**config.mk**
```make
export PLATFORM = sky130hd
export DESIGN_NAME = bundle_dispatch
export DESIGN_NICKNAME = d
export VERILOG_FILES = /design/src/rtl/bundle_dispatch_pkg.sv /design/src/rtl/bundle_dispatch_ctrl.sv /design/src/rtl/bundle_dispatch_dp.sv /design/src/rtl/bundle_dispatch.sv
export SDC_FILE = /design/constraint.sdc
export NUM_CORES = 1
export LEC_CHECK = 0
export CORE_AREA = 2 2 102 104
export CTS_CLUSTER_SIZE = 20
export DETAILED_ROUTE_END_ITERATION = 6
export DIE_AREA = 0 0 104 106
export PLACE_DENSITY = 0.95
export SLEW_MARGIN = 20
export SYNTH_ARGS = -nofsm -noshare
export SYNTH_HDL_FRONTEND = slang
export SYNTH_SLANG_ARGS = --single-unit
```
**constraint.sdc**
```tcl
create_clock -name clk -period 3.4 [get_ports clk]
set_input_delay 0.51 -clock clk [delete_from_list [all_inputs] [get_ports clk]]
set_output_delay 0.51 -clock clk [all_outputs]
set_load 0.1 [all_outputs]
```
**src/rtl/bundle_dispatch_pkg.sv**
```systemverilog
package bundle_dispatch_pkg;

  typedef enum logic [1:0] {
    FMT_PAR  = 2'd0,
    FMT_LR   = 2'd1,
    FMT_RL   = 2'd2,
    FMT_LONG = 2'd3
  } fmtCode_t;

  typedef struct packed {
    logic load;     // capture the offered bundle
    logic stepOne;  // first issue step active
    logic stepTwo;  // second issue step active
    logic finish;   // this step completes the bundle
  } dispStrobe_t;

endpackage

```
**src/rtl/bundle_dispatch_ctrl.sv**
```systemverilog
module bundle_dispatch_ctrl
  import bundle_dispatch_pkg::*;
(
  input  logic        clk,
  input  logic        rstN,
  input  logic        bundleValid,
  input  fmtCode_t    fmt,
  input  logic        firstStop,
  output logic        inReady,
  output dispStrobe_t strobe
);

  typedef enum logic [1:0] {ST_IDLE, ST_ONE, ST_TWO} state_t;

  state_t state, stateNext;
  logic   seqFmt;

  assign seqFmt  = (fmt == FMT_LR) || (fmt == FMT_RL);
  assign inReady = (state == ST_IDLE);

  always_comb begin
    strobe.load    = inReady && bundleValid;
    strobe.stepOne = (state == ST_ONE);
    strobe.stepTwo = (state == ST_TWO);
    strobe.finish  = (strobe.stepOne && (!seqFmt || firstStop)) || strobe.stepTwo;
  end

  always_comb begin
    stateNext = state;
    case (state)
      ST_IDLE: if (bundleValid) stateNext = ST_ONE;
      ST_ONE:  stateNext = strobe.finish ? ST_IDLE : ST_TWO;
      ST_TWO:  stateNext = ST_IDLE;
      default: stateNext = ST_IDLE;
    endcase
  end

  always_ff @(posedge clk) begin
    if (!rstN) state <= ST_IDLE;
    else       state <= stateNext;
  end

endmodule

```
**src/rtl/bundle_dispatch_dp.sv**
```systemverilog
module bundle_dispatch_dp
  import bundle_dispatch_pkg::*;
#(
  parameter int SLOT_W = 32,
  parameter int ADDR_W = 32
) (
  input  logic                  clk,
  input  logic                  rstN,
  input  dispStrobe_t           strobe,
  input  logic [2*SLOT_W-1:0]   bundleIn,
  input  logic                  memTaken,
  input  logic [ADDR_W-1:0]     memTarget,
  input  logic                  intTaken,
  input  logic [ADDR_W-1:0]     intTarget,
  input  logic                  killSecond,
  output fmtCode_t              fmt,
  output logic                  firstStop,
  output logic                  longIssue,
  output logic                  memIssue,
  output logic                  intIssue,
  output logic [SLOT_W-1:0]     memWord,
  output logic [SLOT_W-1:0]     intWord,
  output logic                  doneValid,
  output logic                  doneTaken,
  output logic [ADDR_W-1:0]     doneTarget,
  output logic                  doneFault
);

  localparam int BUNDLE_W = 2 * SLOT_W;

  logic [BUNDLE_W-1:0] bundleQ;
  logic                seqTaken;
  logic [ADDR_W-1:0]   seqTarget;

  always_ff @(posedge clk) begin
    if (!rstN)            bundleQ <= '0;
    else if (strobe.load) bundleQ <= bundleIn;
  end

  // format bits sit at the top of each slot
  assign fmt     = fmtCode_t'({bundleQ[BUNDLE_W-1], bundleQ[SLOT_W-1]});
  assign memWord = bundleQ[BUNDLE_W-1:SLOT_W];
  assign intWord = bundleQ[SLOT_W-1:0];

  assign longIssue = strobe.stepOne && (fmt == FMT_LONG);
  assign memIssue  = (strobe.stepOne && ((fmt == FMT_PAR) || (fmt == FMT_LR)))
                  || (strobe.stepTwo && (fmt == FMT_RL));
  assign intIssue  = (strobe.stepOne && ((fmt == FMT_PAR) || (fmt == FMT_RL)))
                  || (strobe.stepTwo && (fmt == FMT_LR));

  // in a sequential step exactly one lane is active
  assign seqTaken  = memIssue ? memTaken  : intTaken;
  assign seqTarget = memIssue ? memTarget : intTarget;
  assign firstStop = seqTaken || killSecond;

  always_comb begin
    doneValid  = strobe.finish;
    doneTaken  = 1'b0;
    doneTarget = '0;
    doneFault  = 1'b0;
    if (strobe.finish) begin
      case (fmt)
        FMT_LONG: begin
          doneTaken  = memTaken;
          doneTarget = memTaken ? memTarget : '0;
        end
        FMT_PAR: begin
          if (memTaken && intTaken) begin
            doneFault = 1'b1;
          end else if (memTaken) begin
            doneTaken  = 1'b1;
            doneTarget = memTarget;
          end else if (intTaken) begin
            doneTaken  = 1'b1;
            doneTarget = intTarget;
          end
        end
        default: begin
          doneTaken  = seqTaken;
          doneTarget = seqTaken ? seqTarget : '0;
        end
      endcase
    end
  end

endmodule

```
**src/rtl/bundle_dispatch.sv**
```systemverilog
module bundle_dispatch
  import bundle_dispatch_pkg::*;
(
  input  logic        clk,
  input  logic        rstN,
  input  logic        bundleValid,
  input  logic [63:0] bundleIn,
  output logic        inReady,
  output logic        longIssue,
  output logic        memIssue,
  output logic        intIssue,
  output logic [31:0] memWord,
  output logic [31:0] intWord,
  input  logic        memTaken,
  input  logic [31:0] memTarget,
  input  logic        intTaken,
  input  logic [31:0] intTarget,
  input  logic        killSecond,
  output logic        doneValid,
  output logic        doneTaken,
  output logic [31:0] doneTarget,
  output logic        doneFault
);

  localparam int SLOT_W = 32;
  localparam int ADDR_W = 32;

  dispStrobe_t strobe;
  fmtCode_t    fmt;
  logic        firstStop;

  bundle_dispatch_ctrl u_ctrl (
    .clk        (clk),
    .rstN       (rstN),
    .bundleValid(bundleValid),
    .fmt        (fmt),
    .firstStop  (firstStop),
    .inReady    (inReady),
    .strobe     (strobe)
  );

  bundle_dispatch_dp #(.SLOT_W(SLOT_W), .ADDR_W(ADDR_W)) u_dp (
    .clk       (clk),
    .rstN      (rstN),
    .strobe    (strobe),
    .bundleIn  (bundleIn),
    .memTaken  (memTaken),
    .memTarget (memTarget),
    .intTaken  (intTaken),
    .intTarget (intTarget),
    .killSecond(killSecond),
    .fmt       (fmt),
    .firstStop (firstStop),
    .longIssue (longIssue),
    .memIssue  (memIssue),
    .intIssue  (intIssue),
    .memWord   (memWord),
    .intWord   (intWord),
    .doneValid (doneValid),
    .doneTaken (doneTaken),
    .doneTarget(doneTarget),
    .doneFault (doneFault)
  );

endmodule

```
; ---- After elaboration in Yosys (flattened, before gate mapping)
; Index checks and enable logic that the tools add are counted.
[totals]
reg_bits = 66
in_bits = 134
wordCells = 47
[op_classes]
eq_ne = 6
n_reduce_logical = 19
mux = 20
[op_table]
columns = operator, n
row1 = $mux W32, 7
row2 = $pmux W32 S2, 1
row3 = $logic_and A1 B1 Y1, 8
row4 = $logic_or A1 B1 Y1, 8
row5 = $mux W1, 8
row6 = $eq A2 B2 Y1 const B, 3
row7 = $eq A2 B1 Y1 const B, 2
row8 = $logic_not A2 Y1, 2
row9 = $mux W2, 2
row10 = $pmux W2 S2, 1
row11 = $ne A2 B2 Y1 const B, 1
row12 = $pmux W1 S2, 1
row13 = $logic_not A1 Y1, 1

; ---- Longest topological paths before layout
; Gate-level depths: netlist of the first run.
[logic_depth]
word_depth = 11
mapped_depth = 9

; ---- By module
; A second synthesis of the first run with hierarchy kept.
[hier_totals]
hier_cells = 404
hier_area_um2 = 3651.0
[by_module_without_submodules]
columns = mod, cells_each, area_per_inst_um2, instances, seq_area_each_um2
row1 = bundle_dispatch_dp, 391, 3533.4, 1, 1281.2
row2 = bundle_dispatch_ctrl, 13, 117.6, 1, 40.0

; ---- Worst setup path after synthesis of the first run
; No wires, ideal clock.
[synth_path]
path_kind = register to output
from = reg u_dp.bundleQ[63]
to = out doneTarget[0]
stages_incl_launch_ff = 9
path_slack_ps = -1071
required_time_ps = 2890
path_buffers = 1
t_arrival_ps = 3961
path_cell_list = dfxtp_1 inv_1 ha_1 or2_4 a22oi_4 inv_2 a211o_1 buf_6 a31oi_1
[synth_between]
elab_chain_len = 10
elab_cells_between_ends = 19
[synth_rtl]
columns = element, line
row1 = "start, declared", bundle_dispatch_dp.sv:31  ; logic [BUNDLE_W-1:0] bundleQ;
row2 = "start signal, assigned", bundle_dispatch_dp.sv:37  ; else if (strobe.load) bundleQ <= bundleIn;
row3 = "parallel branches: the longest is 9 deep, another holds $mux W32", --
row4 = $mux W32 *, bundle_dispatch_dp.sv:61  ; if (strobe.finish) begin
row5 = "end, declared", bundle_dispatch.sv:21  ; output logic [31:0] doneTarget,
; Every way passes the cells marked *.

; ---- Final worst setup path of the first run
[layout_path]
from = reg u_dp.bundleQ[63]
to = out doneTarget[18]
; The elaborated chain is that of the path after synthesis.

==> results of run 1 <==
sequential cells by signal (all words and copies together), names as in the netlist:
name          flops
u_ctrl.state      2
u_dp.bundleQ     64
layout by cell type, fill, tap and decap left out:
| master | count |
|---|---|
| a221oi_4 | 1 |
| inv_2 | 2 |
| clkinv_1 | 1 |
| and2_1 | 3 |
| a31oi_4 | 32 |
| a21boi_1 | 32 |
| a22o_1 | 32 |
| a22oi_4 | 1 |
| buf_12 | 37 |
| nor2b_2 | 1 |
| or2_4 | 1 |
| nor2_1 | 3 |
| nand2b_1 | 3 |
| o21ai_0 | 1 |
| a21oi_1 | 33 |
| nand3_1 | 64 |
| ha_1 | 5 |
| nand2_1 | 163 |
| dfxtp_1 | 64 |
| dfxtp_2 | 2 |
| bufinv_16 | 1 |
| and3_4 | 1 |
| a21oi_2 | 1 |
| nor4b_1 | 1 |
| nor3_1 | 1 |
| mux2i_1 | 1 |
| a2111oi_0 | 1 |
| and2_2 | 1 |
| clkbuf_1 | 2 |
| clkbuf_8 | 10 |
| a211o_4 | 1 |
| inv_1 | 2 |
| nand2_2 | 1 |
| buf_4 | 20 |
| nor2b_1 | 2 |
| clkdlybuf4s50_1 | 196 |
| clkinv_2 | 2 |
worst reg2reg max path, stage by stage (launching register included):
cell	delay, ps
dfxtp_2	370
inv_1	70
ha_1	250
or2_4	280
a22oi_4	180
buf_4	380
mux2i_1	420
nor4b_1	270
power by group:
group | internal (mW) | switching, mW | leakage, nW
logic | 0.390 | 0.764 | 1.86
registers | 0.819 | 0.0249 | 0.543
clock network | 0.353 | 0.280 | 0.0962
total | 1.56 | 1.07 | 2.50
worst paths after layout:
kind                    startpoint                to  slack [ps]  cells after the start
hold reg to reg   u_dp.bundleQ[39]  u_dp.bundleQ[39]         450                      2
hold / removal    u_dp.bundleQ[39]  u_dp.bundleQ[39]         450                      2
setup reg to reg  u_dp.bundleQ[63]   u_ctrl.state[1]        1080                      7
setup / recovery  u_dp.bundleQ[63]    doneTarget[18]         160                      8
cells in the mapped netlist:
library cell | number | area [sq um]
inv_1 | 2 | 7.51
a31oi_4 | 30 | 638
clkinv_1 | 1 | 3.75
nand2_1 | 164 | 616
mux2i_1 | 1 | 10.0
buf_6 | 1 | 11.3
dfxtp_1 | 66 | 1320
buf_1 | 3 | 11.3
inv_2 | 2 | 7.51
clkbuf_1 | 39 | 146
a22oi_4 | 1 | 21.3
buf_2 | 3 | 15.0
or2_4 | 1 | 8.76
and3_1 | 1 | 6.26
a21oi_1 | 34 | 170
a31oi_1 | 2 | 12.5
ha_1 | 5 | 62.6
a2111oi_0 | 1 | 8.76
a22o_1 | 32 | 280
buf_12 | 3 | 60.1
nor4b_1 | 1 | 8.76
nor3_1 | 1 | 5.00
and2_1 | 4 | 25.0
o21ai_0 | 1 | 5.00
a221oi_2 | 1 | 15.0
a21boi_1 | 32 | 240
a211o_1 | 1 | 8.76
nor2_1 | 3 | 11.3
nand3_1 | 64 | 320
nor2b_1 | 3 | 18.8
nand2b_1 | 3 | 18.8
routing by layer:
metal  GRT usage  routed length, um
met3      0.0926               1570
met5           0                 17
met4       0.101                388
met2       0.482               7710
met1       0.291               5410
cell type report:
cell class              instances  area, sq um
multi-input cells             386         2580
repair buffers                253         2850
clock buffers                  12          145
fillers                       694         2870
inverters                       5         18.8
well taps                     136          170
flip-flops and latches         66         1320
clock inverters                 3         40.0
metrics by stage:
stage	std cells	power, mW	worst slack, ps	instance area (sq um)	utilization
finish	861	2.63	159	7130	0.713
global route	861	2.72	15.2	7130	0.713
CTS	861	2.64	124	7130	0.713
detailed placement	846	2.01	366	6940	0.694
global placement	846	1.98	463	6940	0.694
floorplan	506	1.61	0.754	4140	-
cells by family after synthesis:
| group | count (synthesis) |
|---|---|
| simple gates | 245 |
| fa+ha+maj | 5 |
| buf+inv | 54 |
| mux | 1 |
| flops | 66 |
| compound gates | 135 |
==> impl_metrics.csv, run 1 <==
group,metric,value,unit
logic_synthesis,synthesis.area,0.00410,sq mm
global_routing,antenna_found_initial,1,
cts,clock_path_buffers,2,
worst_setup_path,cp.required,2890,ps
logic_synthesis,synth-compound-area-share,0.342,
logic_synthesis,synth_xor_area_frac,0,
global_routing,grt_pass1_vias,4807,
worst_setup_path,path_class,"flip-flop to primary output",
sta,relSlewSlack,0.305,
routing,detail-route-antenna-nets,0,
power_and_ir_drop,ir_drop,0.365,mV
worst_setup_path,critPathMaxStageDelay,500,ps
routing,vias,4722,
logic_synthesis,muxShareOfSynthArea,0.00244,
logic_synthesis,syn_nets,645,
logic_synthesis,synth_cell_types,31,
cts,clkSinkCount,66,
sta,tightest_slew,1040,ps
cells_and_area,fin_nets,860,
job,drv_cap,0,
worst_setup_path,cp_max_fo,13,
worst_setup_path,cp.arrival,2730,ps
floorplanning,core_area,0.0100,sq mm
cts,root_buffer,"clkbuf_8",
routing,initialDrtViolationCount,290,
cts,htree_levels,3,
logic_synthesis,synth-simple-area-share,0.254,
sta,rsz0062_at_grt,"no",
cts,tritoncts,"built",
cts,cts_buffers,9,
global_routing,grt_pass1_wl,24200,um
worst_setup_path,cp_slowest_cell,"a2111oi_0",
sta,holdWs,451,ps
floorplanning,die_h,106,um
placed_design,gp_congestion,0.847,
logic_synthesis,synth_cells,506,
sta,hold_violations,0,
routing,wirelength,15100,um
sta,setup_viol,0,
worst_setup_path,worst_setup_path_start_kind,"flip-flop",
power_and_ir_drop,cellLeakagePower,2.50,nW
sta,final.setup_skew,7.65,ps
cts,clk_pin_slew_worst_paths,70,ps
sta,final.setup.tns,0,ps
cells_and_area,syn_to_final_growth,74.0,%
routing,wl_per_cell,17.5,um
placed_design,io_buffer_count,236,
cts,postCtsSetupBuffers,0,
hold_path,holdCritPathClass,"flip-flop to flip-flop",
floorplanning,num_rows,37,
sta,fin_crit_sh,0.953,
cts,insertion_delay,340,ps
sta,drv_slew,0,
floorplanning,die_w,104,um
sta,fmax,0.309,GHz
worst_setup_path,path_cells,"inv_1, ha_1, nand2b_1, a2111oi_0, a211o_4, buf_4, a31oi_4, buf_12",
logic_synthesis,synth_fa_ha_area_frac,0.0153,
routing,drcViolationCount,0,
cells_and_area,antenna_cells,0,
power_and_ir_drop,power_density,369,mW/mm^2
floorplanning,pin_count,237,
routing,via_per_inst,5.48,
routing,drtPass1Iterations,5,
logic_synthesis,ys_seq_area_frac,0.323,
logic_synthesis,synth_top_family_by_area,"compound AO/OA/AOI/OAI gates",
sta,layout_min_cycle_time,3240,ps
cts,ctsHoldBuffers,0,
worst_setup_path,crit_family,"compound AO/OA/AOI/OAI gates",
floorplanning,dieArea,0.0110,sq mm
logic_synthesis,yosysWarningCount,0,
global_routing,grt.overflow.total,0,
global_routing,grt_max_degree,34,
cells_and_area,drive_above_1_share,0.159,
run_status,outcome,"finished, final reports clean",
worst_setup_path,cp_num_buf_inv,3,
floorplanning,start_util,0.410,
placed_design,hpwl,11500,um
logic_synthesis,synth-seq-cells,66,
logic_synthesis,syn_area_per_cell,8.09,sq um
worst_setup_path,crit_path_end_kind,"primary output",
cts,ctsResizeCount,0,
global_routing,grtUsageTotal,0.268,
(Power assumes the default switching activity.)
==> run 2: changes to the inputs <==
--- a/config.mk
+++ b/config.mk
@@ -10,7 +10,7 @@
 export DETAILED_ROUTE_END_ITERATION = 6
 export DIE_AREA = 0 0 104 106
 export PLACE_DENSITY = 0.95
-export SLEW_MARGIN = 20
+export SLEW_MARGIN = 10
 export SYNTH_ARGS = -nofsm -noshare
 export SYNTH_HDL_FRONTEND = slang
 export SYNTH_SLANG_ARGS = --single-unit
==> results of run 2 <==
Final layout, timing and power as in run 1 (identical DEF).
